<file path="src/rtl/pd_pkg.sv">
package pd_pkg;

   typedef enum logic [1:0] {
      MODE_REAL   = 2'd0,
      MODE_PROT16 = 2'd1,
      MODE_PROT32 = 2'd2,
      MODE_LONG64 = 2'd3
   } cpu_mode_e;

   localparam logic [7:0] BYTE_OPSIZE   = 8'h66;
   localparam logic [7:0] BYTE_ADDRSIZE = 8'h67;

   // REX occupies 0x40..0x4F
   function automatic logic is_rex(input logic [7:0] b);
      return b[7:4] == 4'h4;
   endfunction

   // any byte that may lead an instruction as a prefix
   function automatic logic is_prefix(input logic [7:0] b);
      logic hit;
      case (b)
         8'h26, 8'h2E, 8'h36, 8'h3E,
         8'h64, 8'h65, 8'h66, 8'h67,
         8'hF0, 8'hF2, 8'hF3: hit = 1'b1;
         default:             hit = 1'b0;
      endcase
      return hit | is_rex(b);
   endfunction

endpackage

</file>
<file path="src/rtl/pd_lcp_scan.sv">
module pd_lcp_scan
   import pd_pkg::*;
#(
   parameter int LINE_BYTES = 16,
   parameter int SCAN_MAX   = 4
)(
   input  logic [LINE_BYTES*8-1:0] bytes_i,
   input  logic [LINE_BYTES-1:0]   start_i,
   input  logic [LINE_BYTES-1:0]   imm16_i,
   input  logic [LINE_BYTES-1:0]   modrm_i,
   input  logic [1:0]              mode_i,
   output logic [LINE_BYTES-1:0]   lcp_o
);

   logic addr_ovr_counts;
   assign addr_ovr_counts = (mode_i != MODE_LONG64);

   for (genvar p = 0; p < LINE_BYTES; p++) begin : g_pos
      localparam int LIM = (SCAN_MAX < LINE_BYTES - p) ? SCAN_MAX : LINE_BYTES - p;

      always_comb begin : scan
         logic       run;
         logic       saw_op;
         logic       saw_ad;
         logic [7:0] b;
         run    = 1'b1;
         saw_op = 1'b0;
         saw_ad = 1'b0;
         b      = '0;
         for (int k = 0; k < LIM; k++) begin
            b = bytes_i[(p+k)*8 +: 8];
            if (k > 0 && start_i[p+k])
               run = 1'b0;
            if (run && is_prefix(b)) begin
               if (b == BYTE_OPSIZE)   saw_op = 1'b1;
               if (b == BYTE_ADDRSIZE) saw_ad = 1'b1;
            end else begin
               run = 1'b0;
            end
         end
         lcp_o[p] = start_i[p] &&
                    ((saw_op && imm16_i[p]) ||
                     (saw_ad && modrm_i[p] && addr_ovr_counts));
      end
   end

endmodule

</file>
<file path="src/rtl/pd_group_pick.sv">
module pd_group_pick #(
   parameter int LINE_BYTES = 16,
   parameter int SLOTS      = 6,
   parameter int OFF_W      = $clog2(LINE_BYTES)
)(
   input  logic [LINE_BYTES-1:0]  rem_i,
   output logic [SLOTS-1:0]       sel_valid_o,
   output logic [SLOTS*OFF_W-1:0] sel_off_o,
   output logic [LINE_BYTES-1:0]  taken_o
);

   localparam int CNT_W = $clog2(SLOTS + 1);

   always_comb begin : pick
      logic [CNT_W-1:0] cnt;
      cnt         = '0;
      sel_valid_o = '0;
      sel_off_o   = '0;
      taken_o     = '0;
      for (int p = 0; p < LINE_BYTES; p++) begin
         if (rem_i[p] && (int'(cnt) < SLOTS)) begin
            sel_valid_o[cnt]               = 1'b1;
            sel_off_o[cnt*OFF_W +: OFF_W]  = OFF_W'(p);
            taken_o[p]                     = 1'b1;
            cnt                            = cnt + 1'b1;
         end
      end
   end

endmodule

</file>
<file path="src/rtl/pd_slow_timer.sv">
module pd_slow_timer #(
   parameter int SLOW_CYC = 6
)(
   input  logic clk,
   input  logic rst_n,
   input  logic load_i,
   input  logic slow_i,
   output logic wait_o
);

   if (SLOW_CYC > 1) begin : g_timer
      localparam int CNT_W = $clog2(SLOW_CYC);
      localparam logic [CNT_W-1:0] LOAD_VAL = CNT_W'(SLOW_CYC - 1);

      logic [CNT_W-1:0] cnt_q;

      always_ff @(posedge clk) begin
         if (!rst_n)
            cnt_q <= '0;
         else if (load_i)
            cnt_q <= slow_i ? LOAD_VAL : '0;
         else if (cnt_q != '0)
            cnt_q <= cnt_q - 1'b1;
      end

      assign wait_o = (cnt_q != '0);
   end else begin : g_none
      logic unused;
      assign unused = ^{clk, rst_n, load_i, slow_i};
      assign wait_o = 1'b0;
   end

endmodule

</file>
<file path="src/rtl/pd_issue_throttle.sv">
module pd_issue_throttle
   import pd_pkg::*;
#(
   parameter int LINE_BYTES = 16,
   parameter int SLOTS      = 6,
   parameter int SLOW_CYC   = 6,
   parameter int SCAN_MAX   = 4,
   localparam int OFF_W     = $clog2(LINE_BYTES),
   localparam int REC_W     = OFF_W + 1
)(
   input  logic                    clk,
   input  logic                    rst_n,
   input  logic                    line_valid,
   output logic                    line_ready,
   input  logic [LINE_BYTES*8-1:0] line_bytes,
   input  logic [LINE_BYTES-1:0]   line_start,
   input  logic [LINE_BYTES-1:0]   line_imm16,
   input  logic [LINE_BYTES-1:0]   line_modrm,
   input  logic [1:0]              cpu_mode,
   output logic [SLOTS-1:0]        wr_valid,
   output logic [SLOTS*REC_W-1:0]  wr_rec,
   input  logic                    wr_ready
);

   // elaboration-time parameter checks
   if (LINE_BYTES < 2)                  begin : g_bad_line  $error("LINE_BYTES too small"); end
   if (SLOTS < 1 || SLOTS > LINE_BYTES) begin : g_bad_slots $error("SLOTS out of range");   end
   if (SLOW_CYC < 1)                    begin : g_bad_slow  $error("SLOW_CYC must be >= 1"); end
   if (SCAN_MAX < 1)                    begin : g_bad_scan  $error("SCAN_MAX must be >= 1"); end

   logic                   held_q;
   logic [LINE_BYTES-1:0]  rem_q;
   logic [LINE_BYTES-1:0]  lcp_q;

   logic [LINE_BYTES-1:0]  lcp_in;
   logic [SLOTS-1:0]       sel_valid;
   logic [SLOTS*OFF_W-1:0] sel_off;
   logic [LINE_BYTES-1:0]  taken;
   logic [LINE_BYTES-1:0]  rest;
   logic                   penalty;
   logic                   emit;
   logic                   done;
   logic                   accept;

   pd_lcp_scan #(.LINE_BYTES(LINE_BYTES), .SCAN_MAX(SCAN_MAX)) u_scan (
      .bytes_i (line_bytes),
      .start_i (line_start),
      .imm16_i (line_imm16),
      .modrm_i (line_modrm),
      .mode_i  (cpu_mode),
      .lcp_o   (lcp_in)
   );

   pd_group_pick #(.LINE_BYTES(LINE_BYTES), .SLOTS(SLOTS), .OFF_W(OFF_W)) u_pick (
      .rem_i       (rem_q),
      .sel_valid_o (sel_valid),
      .sel_off_o   (sel_off),
      .taken_o     (taken)
   );

   pd_slow_timer #(.SLOW_CYC(SLOW_CYC)) u_timer (
      .clk    (clk),
      .rst_n  (rst_n),
      .load_i (accept),
      .slow_i (|lcp_in),
      .wait_o (penalty)
   );

   assign emit       = held_q && !penalty;
   assign rest       = rem_q & ~taken;
   assign done       = emit && (rest == '0) && (wr_ready || (sel_valid == '0));
   assign line_ready = !held_q || done;
   assign accept     = line_valid && line_ready;

   always_ff @(posedge clk) begin
      if (!rst_n) begin
         held_q <= 1'b0;
         rem_q  <= '0;
         lcp_q  <= '0;
      end else if (accept) begin
         held_q <= 1'b1;
         rem_q  <= line_start;
         lcp_q  <= lcp_in;
      end else if (done) begin
         held_q <= 1'b0;
         rem_q  <= '0;
      end else if (emit && wr_ready) begin
         rem_q  <= rest;
      end
   end

   assign wr_valid = emit ? sel_valid : '0;

   for (genvar i = 0; i < SLOTS; i++) begin : g_slot
      logic [OFF_W-1:0] off;
      assign off = sel_off[i*OFF_W +: OFF_W];
      assign wr_rec[i*REC_W +: REC_W] = (emit && sel_valid[i]) ? {lcp_q[off], off} : '0;
   end

endmodule

</file>
<file path="config.mk">
export PLATFORM = sky130hd
export DESIGN_NAME = pd_issue_throttle
export DESIGN_NICKNAME = d
export VERILOG_FILES = /design/src/rtl/pd_pkg.sv /design/src/rtl/pd_lcp_scan.sv /design/src/rtl/pd_group_pick.sv /design/src/rtl/pd_slow_timer.sv /design/src/rtl/pd_issue_throttle.sv
export SDC_FILE = /design/constraint.sdc
export NUM_CORES = 1
export LEC_CHECK = 0
export ABC_AREA = 1
export BUFFER_PORTS_ARGS = -buffer_cell sky130_fd_sc_hd__buf_2
export CAP_MARGIN = 20
export CORE_MARGIN = 4
export CORE_UTILIZATION = 55
export DETAILED_ROUTE_END_ITERATION = 8
export PLACE_DENSITY_LB_ADDON = 0.2
export SYNTH_ARGS = -nofsm -noshare
export SYNTH_HDL_FRONTEND = slang
export SYNTH_SLANG_ARGS = --single-unit
</file>
<file path="constraint.sdc">
create_clock -name clk -period 24.3 [get_ports clk]
set_input_delay 2.43 -clock clk [delete_from_list [all_inputs] [get_ports clk]]
set_output_delay 2.43 -clock clk [all_outputs]
set_load 0.03 [all_outputs]
</file>
## Word level (Yosys, flattened, before mapping)

Cells that the tools add are included.

- Output and inout port bits: 37
- Flip-flop bits (word level): 36
- Bits of input ports: 182
- Logic and storage cells: 996

- Reductions and logical operators: 190
- Equality and inequality tests: 193
- Shift operators: 30
- Order comparisons: 51
- Add/subtract/negate cells: 30
- Multiplexer cells: 464
- Bitwise logic cells: 34

Operators with widths:

| cell | number |
|---|---|
| $eq A8 B6 Y1 const B | 64 |
| $eq A8 B7 Y1 const B | 64 |
| $shift A4 B34 Y24 const A | 15 |
| $shiftx A4 B34 Y24 const A | 15 |
| $neg A5 Y34 | 14 |
| $eq A8 B8 Y1 const B | 48 |
| $mux W1 | 372 |
| $mux W24 | 15 |
| $bwmux W24 | 14 |
| $reduce_or A11 Y1 | 16 |
| $logic_and A1 B1 Y1 | 147 |
| $mux W6 | 16 |
| $or A6 B6 Y6 | 14 |
| $eq A4 B3 Y1 const B | 16 |
| $lt A3 B4 Y1 const B | 14 |
| $mux W3 | 17 |
| $mux W16 | 3 |
| $demux W1 S3 | 15 |
| $ge A3 B1 Y1 const B | 14 |
| $lt A3 B3 Y1 const B | 14 |
| $add A3 B1 Y3 const B | 13 |
| $neg A3 Y34 | 1 |
| $lt A4 B5 Y1 const B | 6 |
| $mux W5 | 6 |
| other kinds (19) | 59 |

## Logic depth before layout (Yosys ltp)

Gate-level depths: netlist of run 1.

- Depth after elaboration: 55
- Gate-level depth with buffers: 82
- Mapped depth without buffers: 81

## Hierarchy

A second synthesis of run 1 with hierarchy kept.

- Cell total of the unflattened synthesis: 2,093
- Area, all modules: 10,911.7 um2

By module, submodules not included:

| module | cells each | instances | sequential area each (um2) | area each (um2) |
|---|---|---|---|---|
| pd_group_pick | 846 | 1 | 0.0 | 4,705.8 |
| pd_lcp_scan | 720 | 1 | 0.0 | 3,206.8 |
| pd_issue_throttle | 500 | 1 | 660.6 | 2,810.2 |
| pd_slow_timer | 27 | 1 | 60.1 | 188.9 |

## Least setup slack after synthesis of run 1

OpenSTA, ideal clock, no wires.

- Path type: flip-flop to output port
- From: reg rem_q[0]
- To: out wr_rec[19]
- Required time: 21.870 ns
- Setup slack: 12.723 ns
- Arrival: 9.147 ns
- Stages on the path, launching flop included: 69
- Buffers on the path: 0
- Path through: dfxtp_1 fa_1 inv_1 ha_1 inv_1 nand3_1 nand2_2 inv_2 nand2_4 nand2_1 inv_1 o21ai_0 inv_1 ha_1 nand2_1 inv_1 nand2_2 nand2_4 [33 not listed] nand2_2 inv_2 ha_1 nand2_1 inv_1 nand3_1 nand2_2 ha_1 inv_1 nor3_2 nand2_1 nand2_1 a21oi_1 o21ai_1 nand3_1 nand2_1 nor2_1 nor2_1

- Word-level cells in the longest chain between the ends: 51
- Elaborated cells between the ends (all ways): 243
- Those cells by class: 29 x add/sub; 45 x order compare; 30 x shift; 92 x mux; 16 x bitwise; 31 x reduce/logical

Ends and longest elaborated chain:

| item | line | RTL |
|---|---|---|
| from (decl) | pd_issue_throttle.sv:32 | `logic [LINE_BYTES-1:0] rem_q;` |
| from (signal assigned) | pd_issue_throttle.sv:82 | `rem_q <= line_start;` |
| from (signal assigned) | pd_issue_throttle.sv:88 | `rem_q <= rest;` |
| $mux W1 (*) | pd_group_pick.sv:21 | `if (rem_i[p] && (int'(cnt) < SLOTS)) begin` |
| branches (longest 49 deep; another with $lt A1 B3 Y1) | n/a |  |
| $mux W5 (*) | pd_issue_throttle.sv:97 | `assign wr_rec[i*REC_W +: REC_W] = (emit && sel_valid[i]) ? {lcp_q[off], off} : '0;` |
| to (decl) | pd_issue_throttle.sv:21 | `output logic [SLOTS*REC_W-1:0] wr_rec,` |

Mark *: on every way between the ends. The select of a mux whose other input is x is not followed.

## Final worst setup path of run 1

- From: reg rem_q[2]
- To: out wr_rec[14]

- Word-level cells in the longest chain between the ends: 46
- Elaborated cells between the ends (all ways): 214
- Those cells by class: 25 x add/sub; 39 x order compare; 26 x shift; 83 x mux; 13 x bitwise; 28 x reduce/logical

Ends and longest elaborated chain:

| item | line |
|---|---|
| $logic_and A1 B1 Y1 (*) | pd_group_pick.sv:21 |
| branches (longest 44 deep; another with $lt A3 B3 Y1) | n/a |
| $mux W5 (*) | pd_issue_throttle.sv:97 |

Marks and branches as above.

==> results of run 1 <==
-- Yosys cell counts, types with 24 or more instances --
library cell  number  area (um^2)
nand2_4           39          439
nand2_1          445         1670
dfxtp_1           36          721
nand3_1          168          841
o21ai_0          108          541
nand2_2           57          357
nor2_1           273         1020
o211ai_1          32          240
a21oi_1           76          380
nand4_1           58          363
ha_1              37          463
nor3_1            46          230
nor4_1            25          156
inv_1            327         1230
o2111ai_1         24          210
-- metrics by stage --
stage / std cells / hold slack [ns] / util / area, um^2
global placement: 2446 / 0.506 / 0.620 / 12000
global route: 2460 / 0.602 / 0.628 / 12200
floorplan: 1988 / 0.490 / - / 10800
CTS: 2454 / 0.527 / 0.627 / 12200
finish: 2460 / 0.529 / 0.628 / 12200
detailed placement: 2446 / 0.510 / 0.620 / 12000
-- critical path: cells and delay by family, from the launching register on --
| kind | cells | cell delay [ns] |
|---|---|---|
| AND/OR/NAND/NOR | 40 | 4.52 |
| flip-flops | 1 | 0.43 |
| adder cells (fa/ha/maj) | 9 | 3.15 |
| AO/OA/AOI/OAI | 3 | 0.67 |
| buffers and inverters | 16 | 1.62 |
-- worst max path at each step --
stage	startpoint	endpoint	slack, ns
6_report	rem_q[2]	wr_rec[14]	11.17
5_1_grt	rem_q[2]	wr_rec[14]	10.24
4_1_cts	rem_q[2]	wr_rec[19]	11.32
3_5_place_dp	rem_q[2]	wr_rec[14]	11.66
3_3_place_gp	rem_q[2]	wr_rec[4]	12.00
2_1_floorplan	rem_q[0]	wr_rec[19]	12.72
-- registers in the layout, indices dropped and copies added, names as in the netlist --
register and flops:
rem_q 16, u_timer.g_timer.cnt_q 3, lcp_q 16, held_q 1
-- layout make-up --
cell class                      count  area share
Antenna cell                        6     0.00123
Clock buffer                        7      0.0117
Clock inverter                      1    0.000616
Inverter                          358       0.112
Multi-Input combinational cell   1569       0.698
Sequential cell                    36      0.0592
Tap cell                          265      0.0272
Timing Repair Buffer              218      0.0896
-- logic make-up after synthesis --
kind of cell,count (synthesis),share of synthesized area
AND/OR/NAND/NOR,1180,0.531
buffers and inverters,383,0.146
AO/OA/AOI/OAI,350,0.210
adder cells (fa/ha/maj),38,0.0447
flip-flops,36,0.0667
XOR/XNOR,1,0.000811
-- per-layer routing --
layer,vias to the layer above,wire (um),part of all wire
met5,-,13,0.00032
met4,2,2050,0.051
met3,151,3150,0.078
met2,673,19500,0.48
met1,6475,15600,0.39
li1,7066,-,-
==> qor.yml, run 1 <==
status: "finished, final reports clean"
path_class: "register to output port"
mostFrequentLayoutCells: "nand2_1, inv_1, nor2_1"
rsz0062_at_grt: "no"
place.gp.congestion: 1.06
cts_tree: "done"
synth-seq-area-share: 0.0667
cts_hold_buffers: 0
place_ws_ns: 11.66
first_global_vias: 13400
slew_headroom: 0.246
grt_pass1_wl_um: 64100
cp-end-kind: "output port"
ys_ff_latch: 36
worstPathArrival_ns: 10.70
setup_viol: 0
rows: 51
fmax_mhz: 76.2
critPathMaxFanout: 17
grt.total_usage: 0.349
ys_types: 76
hold_viol_final: 0
met2_usage: 0.629
area_delta_synth_final_pct: 12.7
antenna_left: 0
r2r_end: "u_timer.g_timer.cnt_q[0]"
period_share: 0.540
vias_per_cell: 5.84
clkTransAtPathRegs_ns: 0.06
hpwlAfterDp_um: 34100
synth_cells: 1988
grt_antenna_before_repair: 7
post_cts_resized: 0
top_usage_layer: "met2"
dieArea_mm2: 0.0220
grt-ovfl-total: 0
synth_nets: 2208
slowest_stage: "fa_1"
wl_per_cell_um: 16.4
layout_commonest_cell: "nand2_1"
multi_input_area_mm2: 0.00850
cts_buffers: 5
fin_skew_ns: 0.0119
grtUsageMet1: 0.412
setup_slack_ns: 11.17
core_area_mm2: 0.0194
drt_iter0_drc: 1019
layout-drive-gt1-share: 0.193
worstPathRequired_ns: 21.87
tns_ns: 0
worstHoldStart: "u_timer.g_timer.cnt_q[1]"
r2r_start: "rem_q[2]"
postCtsSetupBuffers: 0
syn_area_mm2: 0.0108
worst_hold_path_type: "register to register"
grt_util_met3: 0.0451
htree_levels: 2
rr_worst_depth: 66
seqCellArea_um2: 721
grt_max_degree: 33
cts_buffer_depth: 2
ys.flop_type: "dfxtp_1"
worst_pin_slew_ns: 1.13
hold_path_end: "u_timer.g_timer.cnt_q[1]"
nFillCells: 2032
drc: 0
min_period_ns: 13.13
numPortBuffers: 218
path_common_cell: "nand2_2"
syn_area_per_cell_um2: 5.44
die_y_um: 148
io_pins: 219
yosysWarnings: 0
num_vias: 14400
slew_viol_final: 0
synth_edf_count: 0
critical_path.startpoint_type: "register"
hold_depth: 2
rrSetupSlack_ns: 13.63
wl_um: 40300
fp.dieW_um: 148
cts.sinks: 36
clkLatencyLatePin_ns: 0.29
synthArstFlopShare: 0
cpPeakStageDelay_ns: 0.63
first_pass_iters: 5
clockRootBuffer: "clkbuf_16"
layout.nets: 2408
maxCapViolCount: 0
initial_utilization: 0.557
Power of run 1 is left out: the tool's default activity adds up to more than one toggle a clock period on the data nets, which glitch-free logic cannot reach.
==> run 2: changes to the inputs <==
clock period = 12.7 ns   (was 24.3 ns; I/O delays follow)
==> qor.yml, run 2 (synthesis results as in run 1) <==
status: "finished, final reports clean"
path_class: "register to output port"
clkTransAtPathRegs_ns: 0.06
largest_registers: "lcp_q (16), rem_q (16), u_timer.g_timer.cnt_q (3)"
rsz0062_at_grt: "no"
layout.nets: 2408
clkLatencyLatePin_ns: 0.29
num_vias: 14400
grt-ovfl-total: 0
first_global_vias: 13400
initial_utilization: 0.557
drc: 0
slowest_stage: "fa_1"
grt_pass1_wl_um: 64800
cpPeakStageDelay_ns: 0.63
fp.dieW_um: 148
dieArea_mm2: 0.0220
antenna_left: 0
first_pass_iters: 6
setup_viol: 0
grt_max_degree: 33
worstPathArrival_ns: 10.57
critical_path.startpoint_type: "register"
cts_tree: "done"
drt_iter0_drc: 1527
slew_viol_final: 0
tns_ns: 0
wl_um: 40300
vias_per_cell: 5.86
grt_antenna_before_repair: 6
clockRootBuffer: "clkbuf_16"
area_delta_synth_final_pct: 12.8
cp-end-kind: "output port"
io_pins: 219
hold_viol_final: 0
slew_headroom: 0.284
path_common_cell: "nand2_2"
cts.sinks: 36
worst_pin_slew_ns: 1.07
numPortBuffers: 218
fin_skew_ns: 0.0115
hpwlAfterDp_um: 34200
place.gp.congestion: 1.07
postLayoutCoreUtil: 0.628
rows: 51
htree_levels: 2
maxCapViolCount: 0
layout-drive-gt1-share: 0.194
fmax_mhz: 84.5
worst_hold_path_type: "register to register"
min_period_ns: 11.84
cts_buffer_depth: 2
die_y_um: 148
wl_per_cell_um: 16.4
grt.total_usage: 0.352
cts_buffers: 5
period_share: 0.932
mostFrequentLayoutCells: "nand2_1, inv_1, nor2_1"
layout_commonest_cell: "nand2_1"
critPathMaxFanout: 17
worstPathRequired_ns: 11.43
core_area_mm2: 0.0194
-- run 2: changes by cell type in the layout (fill, tap and decap cells not counted), sizes merged --
cell | before | now
diode | 6 | 4
-- run 2: through the flow --
stage	instances	instance area (um^2)	setup slack [ns]	hold WS [ns]
finish	2458	12200	0.859	0.546
global route	2458	12200	0.00572	0.593
CTS	2454	12200	0.842	0.543
detailed placement	2446	12000	1.16	0.526
global placement	2446	12000	1.49	0.507
floorplan	1988	10800	2.28	0.490
-- run 2: critical path, delay by kind of cell (launching register included) --
family	cells	cell delay, ns
adder cells (fa/ha/maj)	9	3.12
AO/OA/AOI/OAI	3	0.50
AND/OR/NAND/NOR	41	4.64
buffers and inverters	16	1.60
flip-flops	1	0.36
-- run 2: final cells by class --
class / instances / area [um^2]
multi-input cells: 1569 / 8520
fillers: 2016 / 7210
inverters: 358 / 1370
repair buffers: 218 / 1090
flip-flops and latches: 36 / 722
well taps: 265 / 332
clock buffers: 7 / 143
diodes: 4 / 10.0
clock inverters: 1 / 7.51
-- run 2: path summary, 6_finish.rpt --
path | startpoint | end | slack [ns] | cells after the start
worst min-delay path | u_timer.g_timer.cnt_q[1] | u_timer.g_timer.cnt_q[1] | 0.55 | 2
worst max register to register | rem_q[0] | lcp_q[2] | 1.95 | 68
worst min register to register | u_timer.g_timer.cnt_q[1] | u_timer.g_timer.cnt_q[1] | 0.55 | 2
worst max-delay path | rem_q[0] | wr_rec[14] | 0.86 | 69
-- run 2: repair_timing --
item                                    4_1_cts  5_1_grt
hold buffers                                  0        0
endpoints found under the setup margin        0        6
resized for setup                             0        5
buffers inserted                              0        0
-- run 2: layer usage --
metal / track usage / vias up / share of wire
met5: 0 / - / 0.00064
met4: 0.129 / 4 / 0.045
met3: 0.0454 / 137 / 0.087
met2: 0.635 / 718 / 0.48
met1: 0.428 / 6479 / 0.39
li1: - / 7064 / -
Power of run 2 is left out for the same reason.
